File: src/rtl/acs_pkg.sv
package acs_pkg;
  typedef enum logic {
    PICK_FIRST  = 1'b0,
    PICK_SECOND = 1'b1
  } acs_pick_e;

  typedef enum logic {
    LANE_PLUS_A  = 1'b0,
    LANE_MINUS_A = 1'b1
  } acs_lane_e;
endpackage

File: src/rtl/acs_sat_norm.sv
module acs_sat_norm #(
  parameter int PM_W = 12
) (
  input  logic signed [PM_W:0]   win_val,
  input  logic signed [PM_W-1:0] norm,
  output logic signed [PM_W-1:0] res
);
  localparam int NW = PM_W + 2;
  localparam logic signed [NW-1:0] MAX_POS = NW'((64'sd1 <<< (PM_W-1)) - 1);
  localparam logic signed [NW-1:0] MIN_NEG = -NW'(64'sd1 <<< (PM_W-1));

  logic signed [NW-1:0] diff;

  always_comb begin
    diff = {win_val[PM_W], win_val} - {{2{norm[PM_W-1]}}, norm};
    if (diff > MAX_POS)
      res = MAX_POS[PM_W-1:0];
    else if (diff < MIN_NEG)
      res = MIN_NEG[PM_W-1:0];
    else
      res = diff[PM_W-1:0];
  end
endmodule

File: src/rtl/acs_lane.sv
module acs_lane
  import acs_pkg::*;
#(
  parameter int        PM_W = 12,
  parameter int        BM_W = 8,
  parameter acs_lane_e MODE = LANE_PLUS_A
) (
  input  logic signed [PM_W-1:0] pm_a,
  input  logic signed [PM_W-1:0] pm_b,
  input  logic signed [BM_W-1:0] bm,
  input  logic signed [PM_W-1:0] norm,
  output logic signed [PM_W-1:0] pm_new,
  output acs_pick_e              pick
);
  localparam int CW = PM_W + 1;

  logic signed [CW-1:0] a_ext, b_ext, d_ext;
  logic signed [CW-1:0] cand_first, cand_second, winner;

  assign a_ext = {pm_a[PM_W-1], pm_a};
  assign b_ext = {pm_b[PM_W-1], pm_b};
  assign d_ext = {{(CW-BM_W){bm[BM_W-1]}}, bm};

  generate
    if (MODE == LANE_PLUS_A) begin : g_plus
      assign cand_first  = a_ext + d_ext;
      assign cand_second = b_ext - d_ext;
    end else begin : g_minus
      assign cand_first  = a_ext - d_ext;
      assign cand_second = b_ext + d_ext;
    end
  endgenerate

  always_comb begin
    if (cand_first > cand_second) begin
      pick   = PICK_FIRST;
      winner = cand_first;
    end else begin
      pick   = PICK_SECOND;
      winner = cand_second;
    end
  end

  acs_sat_norm #(.PM_W(PM_W)) u_sat (
    .win_val (winner),
    .norm    (norm),
    .res     (pm_new)
  );
endmodule

File: src/rtl/acs_butterfly.sv
module acs_butterfly
  import acs_pkg::*;
#(
  parameter int PM_W = 12,
  parameter int BM_W = 8
) (
  input  logic                   clk,
  input  logic                   rst_n,
  input  logic                   in_valid,
  output logic                   in_ready,
  input  logic signed [PM_W-1:0] pm_a,
  input  logic signed [PM_W-1:0] pm_b,
  input  logic signed [BM_W-1:0] bm,
  input  logic signed [PM_W-1:0] norm,
  output logic                   out_valid,
  input  logic                   out_ready,
  output logic signed [PM_W-1:0] out_pm0,
  output logic signed [PM_W-1:0] out_pm1,
  output logic                   out_dec0,
  output logic                   out_dec1
);
  localparam int LANES = 2;

  logic signed [PM_W-1:0] lane_pm   [LANES];
  acs_pick_e              lane_pick [LANES];
  logic signed [PM_W-1:0] pm_q      [LANES];
  logic                   dec_q     [LANES];
  logic                   valid_q;
  logic                   take;

  genvar g;
  generate
    for (g = 0; g < LANES; g++) begin : g_lane
      acs_lane #(
        .PM_W (PM_W),
        .BM_W (BM_W),
        .MODE (g == 0 ? LANE_PLUS_A : LANE_MINUS_A)
      ) u_lane (
        .pm_a   (pm_a),
        .pm_b   (pm_b),
        .bm     (bm),
        .norm   (norm),
        .pm_new (lane_pm[g]),
        .pick   (lane_pick[g])
      );

      always_ff @(posedge clk) begin
        if (take) begin
          pm_q[g]  <= lane_pm[g];
          dec_q[g] <= (lane_pick[g] == PICK_SECOND);
        end
      end
    end
  endgenerate

  assign in_ready = !valid_q || out_ready;
  assign take     = in_valid && in_ready;

  always_ff @(posedge clk) begin
    if (!rst_n)
      valid_q <= 1'b0;
    else if (take)
      valid_q <= 1'b1;
    else if (out_ready)
      valid_q <= 1'b0;
  end

  assign out_valid = valid_q;
  assign out_pm0   = pm_q[0];
  assign out_pm1   = pm_q[1];
  assign out_dec0  = dec_q[0];
  assign out_dec1  = dec_q[1];
endmodule

File: config.mk
export PLATFORM = sky130hd
export DESIGN_NAME = acs_butterfly
export DESIGN_NICKNAME = d
export VERILOG_FILES = /design/src/rtl/acs_pkg.sv /design/src/rtl/acs_sat_norm.sv /design/src/rtl/acs_lane.sv /design/src/rtl/acs_butterfly.sv
export SDC_FILE = /design/constraint.sdc
export NUM_CORES = 1
export LEC_CHECK = 0
export CORE_MARGIN = 2
export CORE_UTILIZATION = 55
export DETAILED_ROUTE_END_ITERATION = 12
export PLACE_DENSITY_LB_ADDON = 0.15
export SLEW_MARGIN = 5
export SYNTH_ARGS = -nofsm -noshare
export SYNTH_HDL_FRONTEND = slang
export SYNTH_SLANG_ARGS = --single-unit
File: constraint.sdc
create_clock -name clk -period 16.4 [get_ports clk]
set_input_delay 4.92 -clock clk [delete_from_list [all_inputs] [get_ports clk]]
set_output_delay 4.92 -clock clk [all_outputs]
set_load 0.01 [all_outputs]
=== Word-level counts from Yosys, hierarchy flattened ===
Memories as Yosys holds them, arrays and structs flattened.
Index checks and enable logic that the tools add are counted.

* Add/sub/neg operators: 6
* Order comparisons: 6
* Mux-type cells: 12
* Reductions and logical operators: 4

{| class="wikitable"
|+ Operators by type and width
! operator !! number
|-
| $mux W12 || 4
|-
| $gt A14 B12 Y1 const B || 2
|-
| $lt A14 B12 Y1 const B || 2
|-
| $sub A13 B12 Y14 || 2
|-
| $add A12 B8 Y13 || 2
|-
| $gt A13 B13 Y1 || 2
|-
| $mux W13 || 2
|-
| $sub A12 B8 Y13 || 2
|-
| $mux W1 || 6
|-
| $reduce_bool A2 Y1 || 1
|-
| $logic_and A1 B1 Y1 || 1
|-
| $logic_not A1 Y1 || 1
|-
| $logic_or A1 B1 Y1 || 1
|}

* Logic and storage cells: 31
* Flip-flop bits (word level): 1
* RAM bits: 26
* Output and inout port bits: 28
* Memories kept: 2

{| class="wikitable"
|+ Memories
! memory !! words !! width !! rd ports !! clocked after memory_dff !! wr ports !! RTL line !! text
|-
| pm_q || 2 || 12 || 2 || 0 || 2 || acs_butterfly.sv:26 || <nowiki>logic signed [PM_W-1:0] pm_q [LANES];</nowiki>
|-
| dec_q || 2 || 1 || 2 || 0 || 2 || acs_butterfly.sv:27 || <nowiki>logic dec_q [LANES];</nowiki>
|}

=== Longest topological paths before layout ===
Gate-level depths: netlist (run 1).

* Depth in word-level cells: 7
* Gate-level depth with buffers: 29

=== Modules after synthesis ===
Synthesis (run 1) repeated with hierarchy kept, for this count alone.

* Cells, all modules: 669
* Area total of the unflattened synthesis: 5665.4 um^2

{| class="wikitable"
|+ By module, submodules not included
! module !! seq. area each (um^2) !! area each (um^2) !! cells each !! instances
|-
| acs_lane at g_lane[0].u_lane || 0.0 || 1596.5 || 211 || 1
|-
| acs_lane at g_lane[1].u_lane || 0.0 || 1591.5 || 209 || 1
|-
| acs_butterfly || 800.8 || 838.3 || 31 || 1
|-
| acs_sat_norm at g_lane[0].u_lane.u_sat || 0.0 || 822.0 || 109 || 1
|-
| acs_sat_norm at g_lane[1].u_lane.u_sat || 0.0 || 817.0 || 109 || 1
|}

=== Least setup slack after synthesis (run 1) ===
OpenSTA, ideal clock, no wires.

* Kind: input port to flip-flop
* Start point: in bm[3]
* End point: mem pm_q[0][9], data pin
* Data required time: 16.135 ns
* Setup slack: 6.314 ns
* Stages: 26
* Arrival: 9.821 ns
* Setup time: 0.265 ns
* Cell sequence: inv_1 > ha_1 > clkbuf_1 > nor3_1 > a221oi_1 > a21oi_1 > a21o_1 > a21oi_1 > xnor2_1 > inv_1 > ha_1 > a21oi_1 > o211ai_1 > o21ai_2 > buf_4 > mux2i_1 > ha_1 > nor2b_1 > o31a_4 > o41ai_4 > a2111oi_4 > or4_1 > a21oi_1 > or4_4 > buf_6 > o31ai_2

{| class="wikitable"
|+ RTL lines
! item !! RTL line !! text
|-
| start: declaration || acs_butterfly.sv:13 || <nowiki>input logic signed [BM_W-1:0] bm,</nowiki>
|-
| end: declaration || acs_butterfly.sv:26 ||
|}

==> results, run 1 <==
- The run finished with clean final reports.
- Setup repair after global routing left no endpoint under its margin.
- After detailed routing, the total wire length is 13.0 mm.
- The HPWL after detailed placement is between 10 and 15 mm.
- After detailed routing, no signal wire sits above met4.
- The vertical extent of the die is ~100 um.
- The maximum number of buffers from clock root to sink is 2.
- The net count of the finished layout is between 800 and 900.
- The via count of the first global-routing pass was between 4k and 5k.
- The relative slew slack is around 17%.
- The leakage component of the power is about 2.8 nW.
- By startpoint and endpoint, the worst setup path is classified as input pin to flop.
- The post-route clock skew is a little under 0.008 ns.
- TritonCTS built the clock tree.
- The worst setup margin is 4.47 ns.
- The number of nets in the synthesized netlist is ~800.
- CTS built an H-tree with a depth of 1.
- The highest clock rate is approximately 0.084 GHz.
- A synthesized cell averages roughly 8.3 sq um.
- In this run the most critical hold path is launched from out_valid$_SDFFE_PN0P_.
- Clock-pin slew was measured on the worst setup and hold paths at about 0.09 ns.
- The floorplan step set the die width to just over 100 um.
- The starting density of the core is about 56%.
- At the placement stage, the worst setup path has a slack of a little over 4 ns.
- Fill cells in the final layout number 850.
- The aggregate negative setup slack is 0 ns.
- The standard-cell row count is 36.
- In the routed layout, each cell is associated on average with a via count of between 5 and 6.
- The pin count of the biggest net entering global routing is 27.
- The root buffer cell is sky130_fd_sc_hd__clkbuf_8.
- The first detailed-routing pass ran for 4 iterations.
- The cell area after synthesis is approximately 5400 sq um.
- Across the run, the number of max-cap violations was 0.
- The die covers 10700 sq um.
- The total of warnings raised by yosys is 0.
- The total of endpoints with negative setup slack in the final report is 0.
- STA classifies the critical path startpoint as an input pin.
- For this run the aggregate overflow at the end of global routing stands at 0.
- The clock latency at the later pin of the worst-skew pair is 0.29 ns.
- 76 I/O pins were placed.
- Port buffering added 75 buffers.
- The reg-to-reg critical path startpoint is out_valid$_SDFFE_PN0P_.
- The initial antenna violation count is 0.
- In this run, post-CTS hold repair placed 0 buffers.
- The worst hold path belongs to the class flop to flop.
- The area growth from synthesis to final layout is 16.6%.
- Detailed routing placed a total of 6.24 mm of wire on met2.
- The endpoint of the worst hold path is out_valid$_SDFFE_PN0P_.
- The mean routed wirelength per cell is around 15 um.
- In this run the critical register-to-register path is captured at pm_q[0][8]$_SDFFCE_PN1P_.
- In this run the worst path has a maximum fanout of 15.
- Summing over every cut layer, the via total after detailed routing is 4845.
- The clock drives 27 sinks.
- The smallest clock period supported by the final layout is computed as around 12 ns.
- Synthesis handed over a netlist of ~650 instances.
- The routed length on met3 is approximately 400 um.
- The post-route clock period utilization is 72.7%.
- The slew at the pin with the worst max-slew slack is between 1 and 1.5 ns.
- The final number of max-transition violations is 0.
- The remaining number of nets flagged by the antenna check after routing is 0.
- After synthesis, flip-flops and latches occupy roughly 15% of the total area.
- The ratio of cells with drive above 1 in the final layout is under 10%.
- The core footprint is 9680 sq um.
- The cell count of the worst hold path is 2.
- The endpoint required time on the critical path is ~16 ns.
- For this block, the initial DRC count from the detailed router was 200.
- The post-detailed-route DRC marker count is 0.
- The leading register cell type out of synthesis is sky130_fd_sc_hd__edfxtp_1.
- The global-route wire length before repair is approximately 21 mm.
- In this run, post-CTS repair resized a total of 0 instances.
- The critical path starts at bm[7].
- The synthesized design contains 26 enable-type register cells.
- The number of hold violations in the final report is 0.
- The post-synthesis register bit count is 27.
- The proportion of synthesized flip-flops having asynchronous set or reset is 0%.
- Cells fill between 60% and 70% of the core in the end.
- The setup slack of the most critical reg-to-reg path is 14.75 ns.
- Measured in cells, the most critical reg-to-reg path has a length of 2.
- The global-route total usage across every layer is roughly a quarter.
- The worst-case IR drop observed on VDD is between 0.00006 and 0.00007 V.
- STA classifies the critical path endpoint as a flop.
- For the worst setup path, the data arrival time is roughly 12 ns.
- The number of different library cells in the post-synthesis netlist is 67.
- Buffers added to address setup during post-CTS repair amount to 0.
- The total clock buffers created by CTS is 3.
- The last weighted congestion value of the routability-driven placer is approximately 0.92.
- The wire length on met1 is 6.06 mm.
- The number of antenna diodes is 0.
- The power density relative to cell area is ~130 nW/um^2.
## layer usage
metal  up-vias  track usage [%]
li1       2479                -
met3        25             1.41
met5         -                0
met4         0             8.70
met1      2226             32.9
met2       115             43.3
## worst max-delay path, cell delays in order
cell                              delay (ns)
sky130_fd_sc_hd__clkdlybuf4s50_1        0.73
sky130_fd_sc_hd__inv_1                  0.29
sky130_fd_sc_hd__ha_1                   0.49
sky130_fd_sc_hd__inv_1                  0.10
sky130_fd_sc_hd__a21oi_1                0.14
sky130_fd_sc_hd__a21oi_1                0.09
sky130_fd_sc_hd__a21o_1                 0.21
sky130_fd_sc_hd__a21oi_1                0.20
sky130_fd_sc_hd__xnor2_1                0.20
sky130_fd_sc_hd__inv_1                  0.08
sky130_fd_sc_hd__ha_1                   0.32
sky130_fd_sc_hd__a21oi_1                0.16
sky130_fd_sc_hd__o211ai_1               0.10
sky130_fd_sc_hd__o21ai_2                0.73
sky130_fd_sc_hd__mux2_2                 0.42
sky130_fd_sc_hd__ha_1                   0.21
sky130_fd_sc_hd__fa_1                   0.41
sky130_fd_sc_hd__nor2b_1                0.15
sky130_fd_sc_hd__o31a_1                 0.20
sky130_fd_sc_hd__o211a_1                0.23
sky130_fd_sc_hd__nor2_1                 0.06
sky130_fd_sc_hd__nor4_1                 0.25
sky130_fd_sc_hd__a211oi_1               0.08
sky130_fd_sc_hd__o22ai_1                0.95
sky130_fd_sc_hd__o21ai_0                0.18
## registers in the layout, indices dropped and copies added, names as in the netlist
register and cells:
dec_q 2, out_valid 1, pm_q 24
## cells in the final DEF, fill, tap and decap left out, types with 7 or more instances in the layout
cell type,n
sky130_fd_sc_hd__a21o_1,13
sky130_fd_sc_hd__a21oi_1,58
sky130_fd_sc_hd__clkdlybuf4s50_1,75
sky130_fd_sc_hd__edfxtp_1,26
sky130_fd_sc_hd__ha_1,98
sky130_fd_sc_hd__inv_1,79
sky130_fd_sc_hd__mux2i_1,24
sky130_fd_sc_hd__nand2_1,14
sky130_fd_sc_hd__nand2b_1,21
sky130_fd_sc_hd__nor2_1,35
sky130_fd_sc_hd__nor2b_1,21
sky130_fd_sc_hd__nor3_1,22
sky130_fd_sc_hd__o21a_1,15
sky130_fd_sc_hd__o21ai_0,30
sky130_fd_sc_hd__o21ai_2,10
sky130_fd_sc_hd__or2_2,7
sky130_fd_sc_hd__or3_1,7
sky130_fd_sc_hd__xnor2_1,43
sky130_fd_sc_hd__xor2_1,9
## kinds of logic after synthesis
group	after synthesis	share of synthesized area (%)
xor gates and xnor gates	52	8.38
and+or+nand+nor	161	16.3
DFF	27	14.7
muxes	28	5.25
AOI/OAI and AO/OA	186	23.7
buffers and inverters	93	6.91
adders and majority gates	104	24.8
## cells in the mapped netlist, types with 5 or more instances
cell | count | area share, %
sky130_fd_sc_hd__and3_1 | 5 | 0.58
sky130_fd_sc_hd__o22ai_1 | 6 | 0.69
sky130_fd_sc_hd__a21o_1 | 13 | 1.8
sky130_fd_sc_hd__nor3_1 | 22 | 2.0
sky130_fd_sc_hd__fa_1 | 6 | 2.2
sky130_fd_sc_hd__inv_1 | 79 | 5.5
sky130_fd_sc_hd__a211oi_1 | 5 | 0.69
sky130_fd_sc_hd__a21oi_1 | 58 | 5.3
sky130_fd_sc_hd__nand4_1 | 6 | 0.69
sky130_fd_sc_hd__ha_1 | 98 | 23
sky130_fd_sc_hd__o21ai_2 | 10 | 1.6
sky130_fd_sc_hd__nand2b_1 | 21 | 2.4
sky130_fd_sc_hd__xor2_1 | 9 | 1.5
sky130_fd_sc_hd__or3_1 | 7 | 0.81
sky130_fd_sc_hd__or2_2 | 7 | 0.81
sky130_fd_sc_hd__nor2_1 | 35 | 2.4
sky130_fd_sc_hd__o21a_1 | 15 | 2.1
sky130_fd_sc_hd__xnor2_1 | 43 | 6.9
sky130_fd_sc_hd__edfxtp_1 | 26 | 14
sky130_fd_sc_hd__buf_2 | 6 | 0.55
sky130_fd_sc_hd__nand2_1 | 14 | 0.97
sky130_fd_sc_hd__mux2i_1 | 24 | 4.4
sky130_fd_sc_hd__nor2b_1 | 21 | 2.4
sky130_fd_sc_hd__o21ai_0 | 30 | 2.8
sky130_fd_sc_hd__o21bai_1 | 5 | 0.69
## where the power goes
part	total, mW	switching [mW]	internal, mW
registers	0.131	0.00701	0.124
clock network	0.0388	0.0215	0.0173
logic	0.631	0.339	0.292
## final cells by class
| type | count | area, sq um | share of cell area [%] |
|---|---|---|---|
| Inverter | 79 | 297 | 4.68 |
| Tap cell | 133 | 166 | 2.63 |
| Multi-Input combinational cell | 531 | 4260 | 67.2 |
| Clock inverter | 1 | 7.51 | 0.118 |
| Sequential cell | 27 | 801 | 12.6 |
| Timing Repair Buffer | 77 | 766 | 12.1 |
| Clock buffer | 3 | 41.3 | 0.652 |
## stage by stage
stage	total power, mW	hold slack, ns	std cells	area (sq um)
finish	0.801	0.546	851	6340
global route	0.876	0.600	851	6340
CTS	0.801	0.551	851	6340
detailed placement	0.760	0.538	847	6290
global placement	0.745	0.510	847	6290
floorplan	0.597	0.610	651	5440
## worst max-delay path by stage
| stage | end | slack (ns) | depth (start not counted) |
|---|---|---|---|
| 6_report | pm_q[0][0]$_SDFFCE_PN1P_ | 4.47 | 25 |
| 3_5_place_dp | pm_q[0][0]$_SDFFCE_PN1P_ | 4.14 | 25 |
| 4_1_cts | pm_q[0][0]$_SDFFCE_PN1P_ | 4.44 | 25 |
| 5_1_grt | pm_q[0][0]$_SDFFCE_PN1P_ | 3.82 | 25 |
| 2_1_floorplan | pm_q[0][9]$_SDFFCE_PN1P_ | 6.31 | 26 |
| 3_3_place_gp | pm_q[0][0]$_SDFFCE_PN1P_ | 4.32 | 25 |
Power figures use the tool's default switching activity.
==> inputs of run 2 (changes only) <==
- clock period: 16.4 -> 12.3 ns (I/O delays scaled with it)
==> run 2 against run 1 <==
Against the previous run: via count grew 0.39%; cell count is 0.12% higher; setup slack lost 2.4 ns; final area is 0.14% higher; first-iteration DRC count fell by 30%.
==> results, run 2 (same netlist as run 1, synthesis figures left out) <==
- The post-placement worst setup slack is 1.82 ns (-2.32 ns).
- The clock period minus worst slack is around 10 ns.
- The via density per instance is 5.71 (+0.27%).
- STA classifies the critical path endpoint as a flop.
- The maximum resistive drop on vdd is 0.0000988 V (+64%).
- The relative slew slack is 21.5% (+4.4 points).
- The endpoint of the worst hold path is out_valid$_SDFFE_PN0P_.
- The die boundary width is 103 um (unchanged).
- The number of input and output port buffers inserted is 75 (unchanged).
- The overall overflow remaining after global route is 0 (unchanged).
- The overall via count from detail_route is 4864 (+0.39%).
- The root buffer cell chosen for the clock tree is sky130_fd_sc_hd__clkbuf_8.
- The total clock buffers created by CTS is 3 (unchanged).
- The beginning of the worst hold path is out_valid$_SDFFE_PN0P_.
- The total power draw is 1.07 mW (+34%).
- The max-cap check violation count is 0 (unchanged).
- The library cell used most frequently in the layout, excluding fill and tap cells, is sky130_fd_sc_hd__ha_1.
- The depth of the worst register-to-register path is 2 (unchanged).
- The number of nets in the layout is 872 (+0.11%).
- The number of ports placed on the die boundary came to 76 (unchanged).
- TritonCTS built the clock tree.
- The total length of routed wires is 12.9 mm (-1.1%).
- The maximum fanout encountered on the critical timing path came to 15 (unchanged).
- The flow ran to the end, and the final reports show no timing, DRC or antenna violations.
- Setup repair after global routing left no endpoint under its margin.
- The total of endpoints with negative setup slack in the final report was 0 (unchanged).
- The endpoint of the worst-slack reg-to-reg timing path is pm_q[0][9]$_SDFFCE_PN1P_.
- The TritonCTS sink count came to 27 (unchanged).
- The total iterations of the first detailed-routing run is 5 (+1).
- The H-tree depth reported by CTS was 1 (unchanged).
- The clock-pin slew on the worst setup and hold paths was 0.10 ns (about the same).
- The placed wire-length estimate after detailed placement came to 11.2 mm (-1.2%).
- The via count of the first global-routing pass is 4667 (-1.4%).
- From synthesis to final layout, the design area changed by 16.8%.
- The endpoint required time on the critical path is 12.46 ns (-3.94 ns).
- The cell count of the worst hold path is 2 (unchanged).
- The last weighted congestion value of the routability-driven placer came to 0.891 (-3.4%).
- The post-CTS setup buffer count is 0 (unchanged).
- The aggregate negative setup slack is 0 ns (unchanged).
- The combined flip-flop and latch cell area is 801 sq um (unchanged).
- The worst endpoint data arrival time came to 10.34 ns (-1.59 ns).
- The worst setup margin is 2.12 ns (-2.35 ns).
- The slew at the pin with the worst max-slew slack is 1.18 ns (-0.0665 ns).
- The starting density of the core is 56.1% (unchanged).
- The area taken by multi-input logic gates was 4260 sq um (unchanged).
- The remaining number of nets flagged by the antenna check after routing is 0 (unchanged).
- The leakage component of the power is 2.80 nW (+0.34%).
- The clock latency at the later pin of the worst-skew pair is 0.29 ns (about the same).
- The global-route wire length before repair is 21.2 mm (-0.61%).
- The number of antenna diodes is 0 (unchanged).
- The power density relative to cell area is 169 nW/um^2 (+34%).
- The post-detailed-route DRC marker count is 0 (unchanged).
- The maximum number of buffers from clock root to sink came to 2 (unchanged).
- The setup slack of the most critical reg-to-reg path is 10.58 ns (-4.17 ns).
- The final number of max-transition violations is 0 (unchanged).
- The number of fill cells in the layout came to 868 (+2.1%).
- The core footprint is 9680 sq um (unchanged).
- The ratio of cells with drive above 1 in the final layout is 5.84% (+0.13 points).
- The quantity of hold-fixing buffers added after cts was 0 (unchanged).
- The die footprint is 10700 sq um (unchanged).
- The pin count of the biggest net entering global routing came to 27 (unchanged).
- The number of hold violations in the final report is 0 (unchanged).
- By startpoint and endpoint, the worst setup path is classified as input pin to flop.
- Static timing analysis puts the maximum clock frequency at approximately 0.1 GHz.
- The post-route clock period utilization is roughly 83%.
- The global-route total usage across every layer was 24.8% (-0.14 points).
- The vertical extent of the die is 103 um (unchanged).
- In the layout the commonest cells are 98 x sky130_fd_sc_hd__ha_1, 79 x sky130_fd_sc_hd__inv_1, 75 x sky130_fd_sc_hd__clkdlybuf4s50_1, 58 x sky130_fd_sc_hd__a21oi_1, 43 x sky130_fd_sc_hd__xnor2_1.
- The register with the most flip-flops in the final layout is pm_q.
- The number of DRC markers in iteration 0 was 140 (-30%).
- The quantity of gates resized following cts was 0 (unchanged).
- The post-route clock skew was 0.00667 ns (-0.00115 ns).
- The standard-cell row count came to 36 (unchanged).
- The minimum hold slack came to 0.546 ns (+0.000540 ns).
- The initial antenna violation count is 0 (unchanged).
- The number of flip-flops in the largest register is 24 (unchanged).
- The class of the tightest hold or removal check is flop to flop.
- The worst setup path is launched from an input pin.
- In this run the critical register-to-register path is launched from out_valid$_SDFFE_PN0P_.
- The mean routed wirelength per cell is 15.1 um (-1.2%).
-- run 2: cell count changes in the layout (fill, tap and decap cells not counted), sizes merged --
cell / change
buf: +1
clkinvlp: -1
inv: +1
-- run 2: metrics by stage --
| stage | cell area (sq um) | std cells | util (%) |
|---|---|---|---|
| after floorplan | 5440 | 651 | - |
| after global placement | 6300 | 848 | 65.0 |
| after detailed placement | 6300 | 848 | 65.0 |
| after CTS | 6350 | 852 | 65.5 |
| after global routing | 6350 | 852 | 65.5 |
| final | 6350 | 852 | 65.5 |
-- run 2: critical path, cell delays in order --
cell and delay, ns:
sky130_fd_sc_hd__clkdlybuf4s50_1 0.72, sky130_fd_sc_hd__inv_1 0.30, sky130_fd_sc_hd__ha_1 0.49, sky130_fd_sc_hd__a21oi_1 0.10, sky130_fd_sc_hd__a31oi_1 0.23, sky130_fd_sc_hd__a21oi_1 0.12
sky130_fd_sc_hd__o21bai_1 0.20, sky130_fd_sc_hd__nand2_1 0.08, sky130_fd_sc_hd__a31oi_1 0.22, sky130_fd_sc_hd__inv_1 0.07, sky130_fd_sc_hd__ha_1 0.32, sky130_fd_sc_hd__nand4_1 0.13
sky130_fd_sc_hd__nor3_1 0.21, sky130_fd_sc_hd__a21oi_1 0.10, sky130_fd_sc_hd__o21ai_2 0.06, sky130_fd_sc_hd__buf_4 0.26, sky130_fd_sc_hd__mux2_2 0.37, sky130_fd_sc_hd__ha_1 0.21
sky130_fd_sc_hd__fa_1 0.41, sky130_fd_sc_hd__nor2b_1 0.17, sky130_fd_sc_hd__o31a_1 0.19, sky130_fd_sc_hd__o211ai_1 0.11, sky130_fd_sc_hd__nand4b_1 0.18, sky130_fd_sc_hd__a41o_1 0.24
sky130_fd_sc_hd__a31oi_1 0.09, sky130_fd_sc_hd__o22ai_1 0.78, sky130_fd_sc_hd__a31o_2 0.28
-- run 2: worst max path at each step --
stage | to | from | slack (ns) | depth (start not counted)
final | pm_q[0][20]$_SDFFCE_PN1P_ | bm[7] | 2.12 | 27
after global routing | pm_q[0][20]$_SDFFCE_PN1P_ | bm[7] | 1.51 | 26
after CTS | pm_q[0][0]$_SDFFCE_PN1P_ | bm[1] | 2.13 | 25
after detailed placement | pm_q[0][0]$_SDFFCE_PN1P_ | bm[1] | 1.82 | 25
after global placement | pm_q[0][3]$_SDFFCE_PN1P_ | bm[1] | 1.98 | 26
after floorplan | pm_q[0][9]$_SDFFCE_PN1P_ | bm[3] | 3.44 | 26
-- run 2: where the power goes --
| part | switching (mW) | total, mW | internal [mW] |
|---|---|---|---|
| registers | 0.00903 | 0.174 | 0.165 |
| clock network | 0.0318 | 0.0557 | 0.0239 |
| logic | 0.453 | 0.844 | 0.391 |
| total | 0.494 | 1.07 | 0.580 |
-- run 2: routing by layer --
metal | global-route usage, % | wire [um] | up-vias
met1 | 32.6 | 6040 | 2279
li1 | - | - | 2470
met5 | 0 | 0 | -
met2 | 45.3 | 6300 | 106
met4 | 5.47 | 157 | 0
met3 | 0.739 | 402 | 9
-- run 2: cell type report --
type                            count  share of cell area, %
Timing Repair Buffer               78                   12.2
Inverter                           79                   4.67
Clock buffer                        3                  0.651
Clock inverter                      1                  0.138
Sequential cell                    27                   12.6
Multi-Input combinational cell    531                   67.1
Tap cell                          133                   2.62
